[src/rtl/ismc_pkg.sv]
package ismc_pkg;

    localparam int unsigned OFS_STATUS = 0;
    localparam int unsigned OFS_MASK   = 4;

    typedef enum logic [1:0] {
        SEL_NONE   = 2'd0,
        SEL_STATUS = 2'd1,
        SEL_MASK   = 2'd2
    } reg_sel_e;

    typedef struct packed {
        logic wr_status;
        logic wr_mask;
    } wr_strobe_t;

    function automatic reg_sel_e decode_offset(input int unsigned ofs);
        if (ofs == OFS_STATUS)    return SEL_STATUS;
        else if (ofs == OFS_MASK) return SEL_MASK;
        else                      return SEL_NONE;
    endfunction

    function automatic wr_strobe_t make_strobe(input logic we, input reg_sel_e sel);
        wr_strobe_t s;
        s.wr_status = we && (sel == SEL_STATUS);
        s.wr_mask   = we && (sel == SEL_MASK);
        return s;
    endfunction

endpackage

[src/rtl/ismc_edge.sv]
module ismc_edge #(
    parameter int unsigned W = 16
) (
    input  logic         clk,
    input  logic         rst,
    input  logic [W-1:0] level_i,
    output logic [W-1:0] rise_o
);

    logic [W-1:0] prev_q;

    for (genvar b = 0; b < W; b++) begin : g_bit
        always_ff @(posedge clk) begin
            if (rst) prev_q[b] <= 1'b0;
            else     prev_q[b] <= level_i[b];
        end
        assign rise_o[b] = level_i[b] & ~prev_q[b];
    end

endmodule

[src/rtl/ismc_status.sv]
module ismc_status #(
    parameter int unsigned W          = 16,
    parameter int unsigned SERIAL_BIT = 7,
    parameter int unsigned SOUND_BIT  = 9
) (
    input  logic         clk,
    input  logic         rst,
    input  logic         ack_i,
    input  logic [W-1:0] ack_data_i,
    input  logic [W-1:0] mask_i,
    input  logic [W-1:0] rise_i,
    input  logic         force_serial_i,
    input  logic         force_sound_i,
    output logic [W-1:0] status_o,
    output logic [W-1:0] status_next_o
);

    logic [W-1:0] status_q;
    logic [W-1:0] forced;
    logic [W-1:0] acked;

    always_comb begin
        forced             = '0;
        forced[SERIAL_BIT] = force_serial_i;
        forced[SOUND_BIT]  = force_sound_i;
        acked              = (status_q | forced) & mask_i & ack_data_i;
        // new sets take priority over the acknowledge clear
        status_next_o      = (ack_i ? acked : status_q) | rise_i;
    end

    always_ff @(posedge clk) begin
        if (rst) status_q <= '0;
        else     status_q <= status_next_o;
    end

    assign status_o = status_q;

    AST_STATUS_RESET: assert property (@(posedge clk)
        rst |=> (status_o == '0));
    AST_SET_WINS: assert property (@(posedge clk) disable iff (rst)
        (|rise_i) |=> ((status_o & $past(rise_i)) == $past(rise_i)));
    AST_ACK_CLEARS: assert property (@(posedge clk) disable iff (rst)
        ack_i |=> ((status_o & ~($past(mask_i & ack_data_i) | $past(rise_i))) == '0));
    AST_STICKY_HOLD: assert property (@(posedge clk) disable iff (rst)
        !ack_i |=> (status_o == ($past(status_o) | $past(rise_i))));

endmodule

[src/rtl/irq_status_mask_ctrl.sv]
module irq_status_mask_ctrl #(
    parameter int unsigned SRC_W      = 16,
    parameter int unsigned ADDR_W     = 3,
    parameter int unsigned SERIAL_BIT = 7,
    parameter int unsigned SOUND_BIT  = 9
) (
    input  logic              clk,
    input  logic              rst,
    input  logic [ADDR_W-1:0] reg_addr,
    input  logic              reg_we,
    input  logic [SRC_W-1:0]  reg_wdata,
    output logic [SRC_W-1:0]  reg_rdata,
    input  logic [SRC_W-1:0]  src_req,
    input  logic              force_serial,
    input  logic              force_sound,
    output logic              cpu_irq
);
    import ismc_pkg::*;

    reg_sel_e         sel;
    wr_strobe_t       strobe;
    logic [SRC_W-1:0] rise;
    logic [SRC_W-1:0] status_q;
    logic [SRC_W-1:0] status_next;
    logic [SRC_W-1:0] mask_q;
    logic [SRC_W-1:0] mask_next;

    assign sel    = decode_offset(32'(reg_addr));
    assign strobe = make_strobe(reg_we, sel);

    ismc_edge #(.W(SRC_W)) i_edge (
        .clk     (clk),
        .rst     (rst),
        .level_i (src_req),
        .rise_o  (rise)
    );

    ismc_status #(
        .W          (SRC_W),
        .SERIAL_BIT (SERIAL_BIT),
        .SOUND_BIT  (SOUND_BIT)
    ) i_status (
        .clk            (clk),
        .rst            (rst),
        .ack_i          (strobe.wr_status),
        .ack_data_i     (reg_wdata),
        .mask_i         (mask_q),
        .rise_i         (rise),
        .force_serial_i (force_serial),
        .force_sound_i  (force_sound),
        .status_o       (status_q),
        .status_next_o  (status_next)
    );

    assign mask_next = strobe.wr_mask ? reg_wdata : mask_q;

    always_ff @(posedge clk) begin
        if (rst) begin
            mask_q  <= '0;
            cpu_irq <= 1'b0;
        end else begin
            mask_q  <= mask_next;
            cpu_irq <= |(status_next & mask_next);
        end
    end

    always_comb begin
        unique case (sel)
            SEL_STATUS: reg_rdata = status_q;
            SEL_MASK:   reg_rdata = mask_q;
            default:    reg_rdata = '0;
        endcase
    end

    AST_MASK_RESET: assert property (@(posedge clk)
        rst |=> (mask_q == '0 && !cpu_irq));
    AST_IRQ_TRACKS: assert property (@(posedge clk) disable iff (rst)
        cpu_irq == |(status_q & mask_q));
    AST_MASK_LOAD: assert property (@(posedge clk) disable iff (rst)
        strobe.wr_mask |=> (mask_q == $past(reg_wdata)));
    AST_OTHER_IGNORED: assert property (@(posedge clk) disable iff (rst)
        (reg_we && sel == SEL_NONE) |=> (mask_q == $past(mask_q)));

endmodule

[config.mk]
export PLATFORM = sky130hd
export DESIGN_NAME = irq_status_mask_ctrl
export DESIGN_NICKNAME = d
export VERILOG_FILES = /design/src/rtl/ismc_pkg.sv /design/src/rtl/ismc_edge.sv /design/src/rtl/ismc_status.sv /design/src/rtl/irq_status_mask_ctrl.sv
export SDC_FILE = /design/constraint.sdc
export NUM_CORES = 1
export LEC_CHECK = 0
export BUFFER_PORTS_ARGS = -buffer_cell sky130_fd_sc_hd__buf_2
export CAP_MARGIN = 40
export CORE_UTILIZATION = 53
export CTS_CLUSTER_SIZE = 10
export DETAILED_ROUTE_END_ITERATION = 16
export PLACE_DENSITY_LB_ADDON = 0.12
export SKIP_CTS_REPAIR_TIMING = 1
export SLEW_MARGIN = 20
export SYNTH_ARGS = -nofsm -noshare
export SYNTH_HDL_FRONTEND = slang
export SYNTH_SLANG_ARGS = --single-unit
[constraint.sdc]
create_clock -name clk -period 2.1 [get_ports clk]
set_clock_uncertainty 0.05 [all_clocks]
set_input_delay 0.42 -clock clk [delete_from_list [all_inputs] [get_ports clk]]
set_output_delay 0.42 -clock clk [all_outputs]
set_load 0.01 [all_outputs]
Word-level counts from Yosys, hierarchy flattened
Cells that the tools add are included.
{ "word_totals": {"register_bits": 49, "input_bits": 40, "output_inout_bits": 17, "wordCells": 68} }
{ "classes": {"eq_ne": 3, "mux": 5, "bitwise": 37, "reduce_logical": 4} }
{ "ops": {"columns": ["op", "count"], "rows": [
  ["$and A16 B16 Y16", 3],
  ["$mux W16", 2],
  ["$pmux W16 S2", 1],
  ["$and A1 B1 Y1", 16],
  ["$not A1 Y1", 16],
  ["$or A16 B10 Y16", 1],
  ["$or A16 B16 Y16", 1],
  ["$reduce_or A16 Y1", 1],
  ["$mux W2", 2],
  ["$eq A3 B3 Y1 const B", 1],
  ["$logic_not A3 Y1", 1],
  ["$eq A2 B1 Y1 const B", 1],
  ["$eq A2 B2 Y1 const B", 1],
  ["$logic_and A1 B1 Y1", 2]
]} }

Longest topological paths before layout
Gate-level depths: netlist of the first run.
{ "depth": {"depth_word": 9, "ltp_mapped": 7} }

Hierarchy
From an unflattened synthesis of the first run, not the netlist that was laid out.
{ "hier_totals": {"cells_unflattened": 237, "area_unflattened_um2": 2392.3} }
{ "modules_own_cells": {"columns": ["module", "instances", "cells_per_inst", "area_per_inst_um2", "seq_area_each_um2"], "rows": [
  ["irq_status_mask_ctrl", 1, 101, 952.2, 340.3],
  ["ismc_status", 1, 87, 875.8, 320.3],
  ["ismc_edge", 1, 49, 564.3, 320.3]
]} }

Worst setup path before layout of the first run
No wires, ideal clock.
{ "synth_path": {"path_type": "input port to flip-flop", "start": "input port reg_addr[1]", "end": "register cpu_irq", "setup_time_ns": 0.137, "arrival_ns": 1.683, "required_time_ns": 1.913, "setup_slack_ns": 0.230, "path_stages": 7, "cell_sequence": "or3b_1 > buf_6 > buf_8 > a211oi_2 > o22ai_1 > nor4_2 > a41oi_1"} }
{ "synth_between": {"elab_chain_cells": 9} }
{ "synth_rtl": {"columns": ["element", "line", "text"], "rows": [
  ["start: declaration", "irq_status_mask_ctrl.sv:9", "input logic [ADDR_W-1:0] reg_addr,"],
  ["$eq A3 B3 Y1", "ismc_pkg.sv:19", "else if (ofs == OFS_MASK) return SEL_MASK;"],
  ["$mux W2", "ismc_pkg.sv:19", null],
  ["$mux W2 (*)", "ismc_pkg.sv:18", "if (ofs == OFS_STATUS) return SEL_STATUS;"],
  ["$eq A2 B1 Y1", "ismc_pkg.sv:25", "s.wr_status = we && (sel == SEL_STATUS);"],
  ["$logic_and A1 B1 Y1", "ismc_pkg.sv:25", null],
  ["$mux W16", "ismc_status.sv:28", "status_next_o = (ack_i ? acked : status_q) | rise_i;"],
  ["$or A16 B16 Y16", "ismc_status.sv:28", null],
  ["$and A16 B16 Y16 (*)", "irq_status_mask_ctrl.sv:63", "cpu_irq <= |(status_next & mask_next);"],
  ["$reduce_or A16 Y1 (*)", "irq_status_mask_ctrl.sv:63", null],
  ["end signal: assignment", "irq_status_mask_ctrl.sv:63", null],
  ["end: declaration", "irq_status_mask_ctrl.sv:16", "output logic cpu_irq"]
]} }
Every way passes the cells marked *; elsewhere a longest branch is shown, timed or not.
A chain may end at the register's enable or synchronous reset.

Final worst setup path of the first run
{ "layout_path": {"start": "input port reg_addr[1]", "end": "output port reg_rdata[14]"} }
{ "layout_between": {"elab_chain_cells": 5} }
{ "layout_rtl": {"columns": ["element", "line", "text"], "rows": [
  ["$eq A3 B3 Y1", "ismc_pkg.sv:19", null],
  ["$mux W2", "ismc_pkg.sv:19", null],
  ["$mux W2 (*)", "ismc_pkg.sv:18", null],
  ["$eq A2 B2 Y1 / $eq A2 B1 Y1 (equally long branches)", "irq_status_mask_ctrl.sv:68", "unique case (sel)"],
  ["$pmux W16 S2 (*)", "irq_status_mask_ctrl.sv:68", null],
  ["end: declaration", "irq_status_mask_ctrl.sv:12", "output logic [SRC_W-1:0] reg_rdata,"]
]} }
Marks and branches as above.

==> reports/qor.csv, run 1 <==
metric,value,unit
run status,finished clean,
synthesis-to-finish area growth,19.6,%
Seq pwr share,0.540,
Total Wirelength,5120,um
share of the synthesized area in the top cell type,0.423,
root buf cell,clkbuf_8,
design area,2770,um2
Worst setup SP type,input pin,
"Most Used Layer, Global Route",met2,
die extent in y,68.1,um
top_reg_cell synth,dfxtp_1,
largest net degree at the start of global routing,25,
grt total ovfl,0,
internal power,0.00140,W
"Reg clk slew, reported paths",0.09,ns
post-synth cell types,29,
hold endpoint,i_edge.prev_q[9],
Tot Pwr,0.00186,W
combinational power share,0.138,
Net Sw Frac,0.250,
core area,4090,um2
CP endpoint kind,output port,
vias,2118,
Mapped Cells,288,
top-count cell post-synth,nand2_1,
GRT met2 Usage,0.379,
slew margin rel.,0.687,
RSZ-0062 raised after global routing,false,
drt drc,0,
clock sink total,49,
filler instances,378,
Achievable Freq,527,MHz
share of layout cells above drive strength 1,0.240,
effective utilization at floorplan,0.567,
Clock Power Share,0.322,
Skew-Pair Late Insertion Delay,0.30,ns
final-stage net count,385,
Synthesis Warnings,0,
power density over the cells,672,nW/um2
Total Routing Usage GR,0.237,
WHS Path Cells,2,
Mapped Avg Cell Area,8.05,um2
sw power,0.000466,W
final hold violations,0,
"EDFF count, synth",0,
RR Startpoint,i_edge.prev_q[0],
deepest clock path buffer count,2,
fin crit period,1.90,ns
number of inserted diodes,0,
drt first pass iters,4,
io pins,57,
Sum Neg Setup Slack,0,ns
TritonCTS clock tree,done,
Area after DPL,2670,um2
hold wc startpoint,src_req[9],
CTS Buf Count,5,
met1 usage,0.311,
crit path kind,in -> out,
met3 usage in global routing,0.0533,
Worst R2R Path Depth,5,
Yosys reg bits,49,
setup violators final,0,
worst reg2reg endpoint,cpu_irq,
number of global-route vias before repair,1781,
fin util,0.679,
Max Cap Viol,0,
die area,4640,um2
commonest cells in the synthesized netlist,"59 x nand2_1, 49 x dfxtp_1, 33 x a21oi_1, 32 x nor2_1, 31 x nor2b_1",
DIE WIDTH,68.1,um
fin crit share,0.904,
CTS H-Tree Depth,2,
DR vias/cell,5.35,
sequential area share after synthesis,0.423,
FP Rows,23,
per-cell routed wire length,12.9,um
Worst R2R Setup Slack,0.67,ns
"area leader, netlist",dfxtp_1,
WP data arrival,1.43,ns
I/O Buffers,56,
syn_nets,328,
Post-DP HPWL,3730,um
Final Max Tran Viols,0,
worst-path maximum fanout,16,
antenna violations before repair,0,
Worst Path Required,1.63,ns
routability cong.,0.813,
Hold Path Class,in -> reg,
worst-margin pin slew,0.470,ns
first-pass GRT wire length,8200,um
VDD IR max,0.494,mV
fraction of registers with async set/reset,0,
Synth Cell Area,2320,um2
1st-iter DRT viols,136,
Post-DRT Antenna Nets,0,
Leak,1.14,nW
largest cells by area after synthesis,"dfxtp_1 42%, nand2_1 9.6%, nor2b_1 8.4%",
[cells in the final DEF (no fill, tap or decap), types with 7 or more instances in the layout]
| cell type | Yosys | final |
|---|---|---|
| buf_4 | 1 | 11 |
| o22ai_1 | 22 | 22 |
| nand2_1 | 59 | 59 |
| buf_2 | 1 | 56 |
| a21oi_1 | 33 | 33 |
| nor2_1 | 32 | 32 |
| clkbuf_8 | 0 | 7 |
| a211oi_1 | 13 | 13 |
| dfxtp_1 | 49 | 49 |
| mux2i_1 | 16 | 16 |
| nor2b_1 | 31 | 31 |
[flip-flops by register name, summed over array words and instances, names as in the netlist]
signal and count:
cpu_irq 1, i_edge.prev_q 16, i_status.status_o 16, mask_q 16
[critical path, stage by stage]
cell and delay (ns):
buf_2 0.10, buf_4 0.14, or2_2 0.46, nor2_1 0.17
buf_2 0.14
[cells by family after synthesis]
group	synth area share
and+or+nand+nor	0.267
DFF	0.423
AOI/OAI and AO/OA	0.194
muxes	0.0739
buffers and inverters	0.0426
[power groups by stage]
| stage | sequential, W | clock [W] | combinational [W] |
|---|---|---|---|
| floorplan | 0.00102 | 0 | 0.000162 |
| global placement | 0.00103 | 0 | 0.000256 |
| detailed placement | 0.00103 | 0 | 0.000258 |
| CTS | 0.00101 | 0.000615 | 0.000259 |
| global route | 0.00101 | 0.000654 | 0.000288 |
| finish | 0.00101 | 0.000600 | 0.000257 |
[layer usage]
layer	up-vias	part of all wire
met4	0	0.014
met2	57	0.46
met3	8	0.049
met5	-	0
met1	947	0.48
li1	1106	-
[worst max-delay path by stage]
stage	slack, ns	from	end
finish	0.20	reg_addr[1]	reg_rdata[14]
global route	0.15	reg_addr[1]	reg_rdata[1]
CTS	0.19	reg_addr[1]	reg_rdata[14]
detailed placement	0.03	reg_addr[0]	cpu_irq
global placement	0.04	reg_addr[0]	cpu_irq
floorplan	0.23	reg_addr[1]	cpu_irq
[through the flow]
stage | setup WS, ns | cells | hold WS [ns]
after floorplan | 0.230 | 288 | 0.412
after global placement | 0.0424 | 388 | 0.423
after detailed placement | 0.0286 | 388 | 0.427
after CTS | 0.193 | 396 | 0.286
after global routing | 0.147 | 396 | 0.291
final | 0.202 | 396 | 0.286
[layout make-up]
type | instances | area (um2) | area share
multi-input cells | 219 | 1240 | 0.447
flip-flops and latches | 49 | 981 | 0.354
repair buffers | 68 | 383 | 0.138
clock buffers | 7 | 96.3 | 0.0347
well taps | 50 | 62.6 | 0.0226
inverters | 2 | 7.51 | 0.00271
clock inverters | 1 | 5.00 | 0.00180
(Power assumes the default switching activity.)
==> run 2, diff against run 1 <==
Settings changed: ABC_AREA set to 1.
==> reports/qor.csv, run 2 <==
metric,value,unit,change
top_reg_cell synth,dfxtp_1,,
synthesis-to-finish area growth,18.2,%,
Leak,1.46,nW,+29%
routability cong.,0.793,,-2.4%
die area,4770,um2,+2.7%
grt total ovfl,0,,unchanged
share of the synthesized area in the top cell type,0.412,,-0.0115
Post-DP HPWL,3810,um,+2.2%
commonest cells in the synthesized netlist,"103 x nand2_1, 52 x inv_1, 49 x dfxtp_1, 43 x nor2_1, 30 x nand3_1",,
Synth Cell Area,2380,um2,+2.8%
CTS H-Tree Depth,2,,unchanged
Post-DRT Antenna Nets,0,,unchanged
CTS Buf Count,5,,unchanged
Synthesis Warnings,0,,unchanged
run status,finished clean,,
vias,2271,,+7.2%
CP startpoint,reg_addr[1],,
final hold violations,0,,unchanged
largest cells by area after synthesis,"dfxtp_1 41%, nand2_1 16%, inv_1 8.2%",,
clock sink total,49,,unchanged
crit-path cells,"buf_2, nor2_4, buf_4, nand3_1, nand2_1, buf_2",,
Total Wirelength,5330,um,+4.0%
Mapped Avg Cell Area,6.55,um2,-19%
root buf cell,clkbuf_8,,
CP max-delay cell,buf_4,,
setup violators final,0,,unchanged
effective utilization at floorplan,0.551,,-0.0161
Final Max Tran Viols,0,,unchanged
worst-margin pin slew,0.431,ns,-0.0391 ns
power density over the cells,665,nW/um2,-1.0%
DIE WIDTH,69.1,um,+1.4%
Yosys reg bits,49,,unchanged
"Reg clk slew, reported paths",0.09,ns,about the same
final-stage net count,457,,+19%
slew margin rel.,0.713,,+0.0260
"commonest non-fill, non-tap cell in the layout",nand2_1,,
die extent in y,69.1,um,+1.4%
Max Cap Viol,0,,unchanged
drt first pass iters,4,,unchanged
largest net degree at the start of global routing,29,,+16%
syn_nets,404,,+23%
"commonest non-fill, non-tap cells in the layout","103 x nand2_1, 56 x buf_2, 52 x inv_1",,
deepest clock path buffer count,2,,unchanged
drt drc,0,,unchanged
"EDFF count, synth",0,,unchanged
Buffers & Inverters on Critical Path,3,,unchanged
first-pass GRT wire length,9230,um,+13%
RR Startpoint,mask_q[15],,
crit path kind,in -> out,,
per-cell routed wire length,11.3,um,-12%
worst-path maximum fanout,24,,+8
Tot Pwr,0.00187,W,+0.48%
CP endpoint kind,output port,,
hold wc startpoint,src_req[8],,
Achievable Freq,529,MHz,+0.32%
Worst Path Required,1.63,ns,about the same
1st-iter DRT viols,102,,-25%
crit-path leading delay family,buffers and inverters,,
WP data arrival,1.42,ns,about the same
fraction of registers with async set/reset,0,,unchanged
share of layout cells above drive strength 1,0.225,,-0.0150
Mapped Cells,364,,+26%
fin crit share,0.901,,-0.00288
Worst setup SP type,input pin,,
VDD IR max,0.497,mV,+0.56%
fin crit period,1.89,ns,-0.00605 ns
"area leader, netlist",dfxtp_1,,
Skew-Pair Late Insertion Delay,0.30,ns,about the same
number of inserted diodes,0,,unchanged
area used by multi-input combinational logic,1100,um2,-11%
antenna violations before repair,0,,unchanged
sequential area share after synthesis,0.412,,-0.0115
Total Routing Usage GR,0.241,,+0.00403
filler instances,401,,+6.1%
register area,981,um2,unchanged
I/O Buffers,56,,unchanged
Sum Neg Setup Slack,0,ns,unchanged
DR vias/cell,4.83,,-9.7%
core area,4320,um2,+5.8%
critical path's largest stage delay,0.31,ns,-0.15 ns
post-synth cell types,23,,-21%
top-count cell post-synth,nand2_1,,
TritonCTS clock tree,done,,
io pins,57,,unchanged
FP Rows,24,,+4.3%
Hold Path Class,in -> reg,,
number of global-route vias before repair,2086,,+17%
fin util,0.651,,-0.0275
RSZ-0062 raised after global routing,false,,
cell repeated most along the worst path,buf_2,,
==> run 2: changes by cell type in the layout (fill, tap and decap cells not counted), sizes merged, moves of 13 or more <==
cell,before,now
a211oi,14,0
mux2i,16,0
nand2,59,103
nor2b,31,0
nand3,0,32
a21oi,33,14
or2,2,15
o21ai,0,19
o22ai,22,1
inv,1,55
==> run 2: layer usage <==
metal	wire length [um]	global-route usage	share of wire
met1	2430	0.297	0.46
met2	2580	0.412	0.48
met3	238	0.0599	0.045
met4	80	0.0748	0.015
met5	0	0	0
==> run 2: final cells by class <==
class / instances / share of cell area
clock inverters: 1 / 0.00178
clock buffers: 7 / 0.0342
repair buffers: 63 / 0.127
flip-flops and latches: 49 / 0.348
multi-input cells: 243 / 0.392
inverters: 55 / 0.0733
well taps: 52 / 0.0231
==> run 2: final timing paths <==
kind / slack [ns] / depth (start not counted) / to
hold reg to reg: 0.43 / 2 / i_status.status_o[6]
hold / removal: 0.27 / 3 / i_edge.prev_q[8]
setup reg to reg: 0.89 / 10 / cpu_irq
setup / recovery: 0.21 / 6 / reg_rdata[15]
==> run 2: kinds of logic after synthesis <==
| family | synth area share |
|---|---|
| compound gates | 0.0835 |
| buf+inv | 0.125 |
| flops | 0.412 |
| simple gates | 0.380 |
==> run 2: power by group <==
part	switching (W)	internal, W
combinational	0.000156	0.000110
sequential	0.0000224	0.000978
clock	0.000307	0.000298
total	0.000485	0.00139
==> run 2: worst register-to-register path, stage by stage, from the launching register on <==
cell and delay (ns):
dfxtp_1 0.34, nand2_1 0.06, nand4_1 0.08, nand2_1 0.09, nand2_1 0.08, nand2_1 0.07
nand2_1 0.06, nor2_1 0.10, nand2_1 0.05, nor2_1 0.08, nor2_1 0.05
==> run 2: metrics by stage <==
step | instance area [um2] | hold slack (ns) | worst slack (ns) | std cells
final | 2820 | 0.269 | 0.208 | 470
after global routing | 2820 | 0.268 | 0.139 | 470
after CTS | 2820 | 0.263 | 0.205 | 470
after detailed placement | 2720 | 0.422 | 0.133 | 462
after global placement | 2720 | 0.417 | 0.156 | 462
after floorplan | 2380 | 0.403 | 0.266 | 364
